**config.mk**
```make
export PLATFORM = sky130hd
export DESIGN_NAME = pkt_tx_framer
export DESIGN_NICKNAME = d
export VERILOG_FILES = /design/src/rtl/pkt_tx_pkg.sv /design/src/rtl/pkt_tx_crc.sv /design/src/rtl/pkt_tx_whiten.sv /design/src/rtl/pkt_tx_framer.sv
export SDC_FILE = /design/constraint.sdc
export NUM_CORES = 1
export LEC_CHECK = 0
export BUFFER_PORTS_ARGS = -buffer_cell sky130_fd_sc_hd__clkbuf_2
export CAP_MARGIN = 20
export CORE_AREA = 2 2 87 110
export CTS_CLUSTER_DIAMETER = 50
export DETAILED_ROUTE_END_ITERATION = 12
export DIE_AREA = 0 0 89 112
export GPL_TIMING_DRIVEN = 1
export PLACE_DENSITY_LB_ADDON = 0.05
export SYNTH_ARGS = -nofsm -noshare
export SYNTH_HDL_FRONTEND = slang
export SYNTH_SLANG_ARGS = --single-unit
```
**constraint.sdc**
```tcl
create_clock -name clk -period 3 [get_ports clk]
set_input_delay 0.6 -clock clk [delete_from_list [all_inputs] [get_ports clk]]
set_output_delay 0.6 -clock clk [all_outputs]
set_load 0.03 [all_outputs]
```
**src/rtl/pkt_tx_pkg.sv**
```systemverilog
// Shared types, constants and byte-wise update functions for the packet
// transmit framer. Assumes 8-bit symbols on both the FIFO and modulator sides.
package pkt_tx_pkg;

    typedef enum logic [2:0] {
        ST_IDLE,
        ST_PRE,
        ST_SYNC,
        ST_PAY,
        ST_CRC,
        ST_UNDER
    } tx_state_e;

    localparam int          BYTE_W        = 8;
    localparam logic [7:0]  PREAMBLE_BYTE = 8'hAA;
    localparam logic [15:0] CRC_POLY      = 16'h8005;
    localparam logic [15:0] CRC_INIT      = 16'hFFFF;
    localparam logic [8:0]  PN9_SEED      = 9'h1FF;

    // One byte of CRC-16, most significant data bit first.
    function automatic logic [15:0] crc16_byte(input logic [15:0] c_in,
                                               input logic [7:0]  d);
        logic [15:0] c;
        c = c_in;
        for (int i = 7; i >= 0; i--) begin
            if (c[15] ^ d[i]) c = {c[14:0], 1'b0} ^ CRC_POLY;
            else              c = {c[14:0], 1'b0};
        end
        return c;
    endfunction

    // Eight steps of the x^9 + x^5 + 1 sequence generator.
    function automatic logic [8:0] pn9_adv8(input logic [8:0] s_in);
        logic [8:0] s;
        s = s_in;
        for (int i = 0; i < 8; i++) s = {s[0] ^ s[5], s[8:1]};
        return s;
    endfunction

endpackage

```
**src/rtl/pkt_tx_crc.sv**
```systemverilog
// Running CRC-16 register. Loads the initial value on init and folds in one
// byte per upd. Assumes init and upd are never high in the same cycle.
module pkt_tx_crc
    import pkt_tx_pkg::*;
(
    input  logic              clk,
    input  logic              rst_n,
    input  logic              init,
    input  logic              upd,
    input  logic [BYTE_W-1:0] din,
    output logic [15:0]       crc
);
    // Hold, preset or advance the checksum.
    always_ff @(posedge clk) begin
        if (!rst_n)    crc <= CRC_INIT;
        else if (init) crc <= CRC_INIT;
        else if (upd)  crc <= crc16_byte(crc, din);
    end
endmodule

```
**src/rtl/pkt_tx_whiten.sv**
```systemverilog
// Whitening mask source. The mask for the current byte is the low byte of the
// generator state. The state moves 8 steps for each accepted byte.
module pkt_tx_whiten
    import pkt_tx_pkg::*;
(
    input  logic              clk,
    input  logic              rst_n,
    input  logic              seed,
    input  logic              adv,
    output logic [BYTE_W-1:0] mask
);
    logic [8:0] lfsr;

    // Reseed at the end of the sync word, step once per whitened byte.
    always_ff @(posedge clk) begin
        if (!rst_n)    lfsr <= PN9_SEED;
        else if (seed) lfsr <= PN9_SEED;
        else if (adv)  lfsr <= pn9_adv8(lfsr);
    end

    assign mask = lfsr[BYTE_W-1:0];
endmodule

```
**src/rtl/pkt_tx_framer.sv**
```systemverilog
// Packet transmit framer: preamble, sync word, payload from a show-ahead FIFO,
// optional CRC-16 and optional whitening, with underflow lock-out.
// Assumes the configuration inputs are stable for the whole packet, that
// LEN_W >= 8, and that cfg_fix_len >= 1 in fixed mode.
module pkt_tx_framer
    import pkt_tx_pkg::*;
#(
    parameter int PRE_W = 8,
    parameter int LEN_W = 8
) (
    input  logic              clk,
    input  logic              rst_n,
    input  logic [PRE_W-1:0]  cfg_pre_len,
    input  logic [31:0]       cfg_sync_word,
    input  logic              cfg_sync_4b,
    input  logic              cfg_var_len,
    input  logic [LEN_W-1:0]  cfg_fix_len,
    input  logic              cfg_crc_en,
    input  logic              cfg_white_en,
    input  logic              start,
    input  logic              flush,
    input  logic [BYTE_W-1:0] fifo_data,
    input  logic              fifo_empty,
    output logic              fifo_rd,
    output logic [BYTE_W-1:0] tx_data,
    output logic              tx_valid,
    input  logic              tx_ready,
    output logic              sync_sent,
    output logic              pkt_done,
    output logic              underflow,
    output logic              busy
);
    localparam logic [PRE_W-1:0] PRE_MAX = '1;
    localparam logic [LEN_W-1:0] LEN_ONE = LEN_W'(1);

    tx_state_e         state;
    logic [PRE_W-1:0]  pre_cnt;
    logic [1:0]        sync_idx;
    logic              len_pend;
    logic [LEN_W-1:0]  left;
    logic              crc_idx;

    logic              fire, pre_done, sync_last, pay_last;
    logic [1:0]        sync_sel;
    logic [BYTE_W-1:0] sync_byte, wmask, wsel;
    logic [15:0]       crc_val;
    logic              crc_init, wh_adv;

    assign fire      = tx_valid && tx_ready;
    assign pre_done  = (pre_cnt >= cfg_pre_len);
    assign sync_last = (sync_idx == (cfg_sync_4b ? 2'd3 : 2'd1));
    assign sync_sel  = cfg_sync_4b ? (2'd3 - sync_idx) : (2'd1 - sync_idx);
    assign sync_byte = cfg_sync_word[{sync_sel, 3'b000} +: BYTE_W];
    assign pay_last  = len_pend ? (fifo_data == '0) : (left == LEN_ONE);
    assign wsel      = cfg_white_en ? wmask : '0;
    assign crc_init  = (state == ST_SYNC) && fire && sync_last;
    assign wh_adv    = fire && ((state == ST_PAY) || (state == ST_CRC));

    pkt_tx_crc i_crc (
        .clk   (clk),
        .rst_n (rst_n),
        .init  (crc_init),
        .upd   (fifo_rd),
        .din   (fifo_data),
        .crc   (crc_val)
    );

    pkt_tx_whiten i_whiten (
        .clk   (clk),
        .rst_n (rst_n),
        .seed  (crc_init),
        .adv   (wh_adv),
        .mask  (wmask)
    );

    // Select the byte on offer and whether it is valid in this state.
    always_comb begin
        tx_valid = 1'b0;
        tx_data  = PREAMBLE_BYTE;
        unique case (state)
            ST_PRE:  tx_valid = !(pre_done && !fifo_empty);
            ST_SYNC: begin
                tx_valid = 1'b1;
                tx_data  = sync_byte;
            end
            ST_PAY: begin
                tx_valid = !fifo_empty;
                tx_data  = fifo_data ^ wsel;
            end
            ST_CRC: begin
                tx_valid = 1'b1;
                tx_data  = (crc_idx ? crc_val[7:0] : crc_val[15:8]) ^ wsel;
            end
            default: ;
        endcase
    end

    assign fifo_rd   = (state == ST_PAY) && fire;
    assign underflow = (state == ST_UNDER);
    assign busy      = (state != ST_IDLE);

    // Sequence the packet phases and produce the one-cycle event pulses.
    always_ff @(posedge clk) begin
        if (!rst_n) begin
            state     <= ST_IDLE;
            pre_cnt   <= '0;
            sync_idx  <= '0;
            len_pend  <= 1'b0;
            left      <= '0;
            crc_idx   <= 1'b0;
            sync_sent <= 1'b0;
            pkt_done  <= 1'b0;
        end else begin
            sync_sent <= 1'b0;
            pkt_done  <= 1'b0;
            if (flush) begin
                state <= ST_IDLE;
            end else begin
                unique case (state)
                    ST_IDLE: if (start) begin
                        state   <= ST_PRE;
                        pre_cnt <= '0;
                    end
                    ST_PRE: begin
                        if (fire && pre_cnt != PRE_MAX) pre_cnt <= pre_cnt + 1'b1;
                        if (pre_done && !fifo_empty) begin
                            state    <= ST_SYNC;
                            sync_idx <= '0;
                        end
                    end
                    ST_SYNC: if (fire) begin
                        if (sync_last) begin
                            state     <= ST_PAY;
                            sync_sent <= 1'b1;
                            len_pend  <= cfg_var_len;
                            left      <= cfg_fix_len;
                        end else begin
                            sync_idx <= sync_idx + 1'b1;
                        end
                    end
                    ST_PAY: begin
                        if (fire) begin
                            len_pend <= 1'b0;
                            left     <= len_pend ? LEN_W'(fifo_data) : left - LEN_ONE;
                            if (pay_last) begin
                                if (cfg_crc_en) begin
                                    state   <= ST_CRC;
                                    crc_idx <= 1'b0;
                                end else begin
                                    state    <= ST_IDLE;
                                    pkt_done <= 1'b1;
                                end
                            end
                        end else if (tx_ready && fifo_empty) begin
                            state <= ST_UNDER;
                        end
                    end
                    ST_CRC: if (fire) begin
                        if (crc_idx) begin
                            state    <= ST_IDLE;
                            pkt_done <= 1'b1;
                        end else begin
                            crc_idx <= 1'b1;
                        end
                    end
                    default: ;
                endcase
            end
        end
    end
endmodule

```
==> results.md <==
- Outcome: complete, no violations
- Final period util: 95.5%
- Post-CTS setup buffer count: 0
- Fin. max-slew vios: 0
- Most used DFF post-synth: dfxtp_1
- Cells after synthesis: around 420
- N_diodes: 0
- Layout Cells excl Fill: 618
- Hpwl dp: 7540 um
- CTS sink count: 50
- PortBufs: approximately 80
- Rows: 39
- Via density: 5.36
- R2r setup slk: between 0.6 and 0.7 ns
- Wl on met1: 4290 um
- Clk pin slew, worst setup/hold paths: approximately 0.06 ns
- Hold buffer count at CTS: 0
- Total Routing Usage GR: 20.6%
- Initial antenna violation count: 0
- CTS tree: done
- CP Data Arrival Time: 2.26 ns
- H-tree Lvls: 2
- Dpl cells: about 600
- Final Hold Vio Count: 0
- Setup violation total in the final timing report: 0
- Drt first pass iters: 4
- Fmax: roughly 0.35 GHz
- Drt total wl: 9820 um
- Hold_sp: i_crc.crc[6]
- Setup TNS Final: 0 ns
- Vias in the first global route: 3293
- Yosys top cell by area: dfxtp_1
- Synth Net Count: 495
- Max-cap violations: 0
- First-iteration detailed-routing DRC count: 163
- Worst Skew: 0.00464 ns
- Pin count of the biggest net entering global routing: 26
- Register-to-Register Path Depth: 8
- Core area: 8980 um^2
- Worst Setup SP: cfg_pre_len[5]
- Hold Path End: i_crc.crc[14]
- First-pass GRT wire length: 16200 um
- Via count: approximately 3300
- Routed length per placed instance: 15.9 um
- Met2 routed wirelength: 5000 um
- Slew Limit Headroom: 59.7%
- DRC violations left: 0
- Full die area: approximately 10000 um^2
- Synthesized flop and latch total: 50
- Highest routed layer: met4
- Routability cong.: 0.745
- Root Buffer Master: clkbuf_16
- Critical path capture point type: output pin
- Layout cells sized above 1: 24.4%
- Post-synth top area share: 28.5%
- Worst EP required: roughly 2.4 ns
- RSZ-0062 raised after global routing: false
- Kind of critical path: input pin to output pin
- Yosys warns: 0
- Final core occ: 46.8%
- Async set-reset flop share out of synthesis: 0%
- R2r startpoint: state[2]
- I/O Pins: 80
- Max Root-Sink Buffers: 2
- Fin nets: 573
- Fill count: 951
- Post_cts resized: 0
- Cell Pwr Density: roughly 350 nW/um^2
- Congestion Overflow GR: 0
- Initial Util: 39.2%
- FF-to-FF End: state[2]
- Synth area leaders: dfxtp_1, xnor2_1, nand2_1
- Hold Path Depth: 2
- Startpoint types: input pin
- VDD IR max: 0.000231 V
- Min-Delay Path Class: flip-flop to flip-flop
- Post-layout min period: roughly 2.9 ns
- Mean post-synth cell area: 8.41 um^2
- Layout area overhead: 19.4%
- Die X: between 80 and 90 um
- Met3 wire len: 414 um
- Design Power: 1480 uW
- Worst-Margin Slew: ~0.60 ns
- Synthesized area: 3520 um^2
- Crit Path Max Fanout: 3
- Sequential share of the synthesized area: 28.5%
- Netlist cell types: 62
- Num CTS Buffers: 5
- Clock Latency Late Sink: about 0.29 ns
- EDFF count, synth: 0
- Die Height: 112 um
- Remaining antenna violation count: 0
- Pleak: 0.00187 uW
worst max-delay path by stage:
stage               slack [ns]  depth (start not counted)        to
finish                    0.14                          9  tx_valid
global route              0.02                          9  tx_valid
CTS                       0.13                          9  tx_valid
detailed placement        0.13                          9  tx_valid
global placement          0.18                          9  tx_valid
floorplan                 0.40                          7  tx_valid
state kept, by name (all words and copies together), names as in the netlist:
name	flops
crc_idx	1
i_crc.crc	16
i_whiten.lfsr	9
left	8
len_pend	1
pkt_done	1
pre_cnt	8
state	3
sync_idx	2
sync_sent	1
worst max-delay path, cell delays in order:
cell and delay, ns:
clkbuf_2 0.08, inv_1 0.03, ha_1 0.32, a2111o_1 0.41, a31oi_1 0.13, o21ai_1 0.11, a21boi_1 0.21, or2_2 0.17
clkbuf_2 0.20
through the flow:
stage	cell area [um^2]	hold slack (ns)	setup slack [ns]
after floorplan	3520	0.457	0.398
after global placement	4060	0.471	0.184
after detailed placement	4060	0.477	0.135
after CTS	4200	0.490	0.129
after global routing	4200	0.525	0.0249
final	4200	0.486	0.136
report_power, final:
group,switching [uW],internal [uW]
sequential,4.80,666
clock,240,323
combinational,129,115
total,374,1100
cells by family after synthesis:
logic type      after synthesis  synth area share (%)
flops                        50                  28.5
simple gates                157                  22.0
compound gates               94                  19.6
xor+xnor                     44                  11.0
fa+ha+maj                    11                  3.91
mux                          27                  10.7
buf+inv                      35                  4.31
synth_stat cells, drive strengths merged (3+ instances only):
master   count
mux2         5
nor3b        3
and3         4
o221a        4
xor2        11
nand4        5
o22a         4
clkbuf      15
and2         3
nor2        30
a31oi        5
nor2b        9
o211ai      15
nand2b       5
nor3         3
a21boi       5
a221o        4
a22o         4
or3          6
inv         14
a21o         3
ha          11
o2111ai      5
mux2i       14
mux4         8
nand3       19
buf          5
a221oi       4
dfxtp       50
a21oi       11
nand2       58
o21ai       19
xnor2       33
final cells by class:
class / count / area (um^2) / area share [%]
multi-input combinational: 333 / 2360 / 56.3
sequential: 50 / 1000 / 23.8
timing repair buffer: 91 / 485 / 11.6
tap: 123 / 154 / 3.67
clock buffer: 6 / 139 / 3.31
inverter: 15 / 56.3 / 1.34
placed cells by master, fill, tap and decap left out, types with 6 or more instances in the layout:
cell type  count
buf_4         12
mux2i_1       14
ha_1          11
nand2_1       57
xnor2_1       33
nand3_1       19
o211ai_1      15
inv_1         14
clkbuf_2      79
or3_1          6
xor2_1        11
dfxtp_1       50
nor2_1        29
a21oi_1       11
mux4_2         8
nor2b_1        9
o21ai_0       15
per-layer routing:
| layer | vias to the layer above | global-route usage, % |
|---|---|---|
| met5 | - | 0 |
| met4 | 0 | 4.68 |
| met3 | 11 | 2.59 |
| met2 | 79 | 36.6 |
| met1 | 1553 | 26.0 |
| li1 | 1671 | - |
Power figures use the tool's default switching activity.
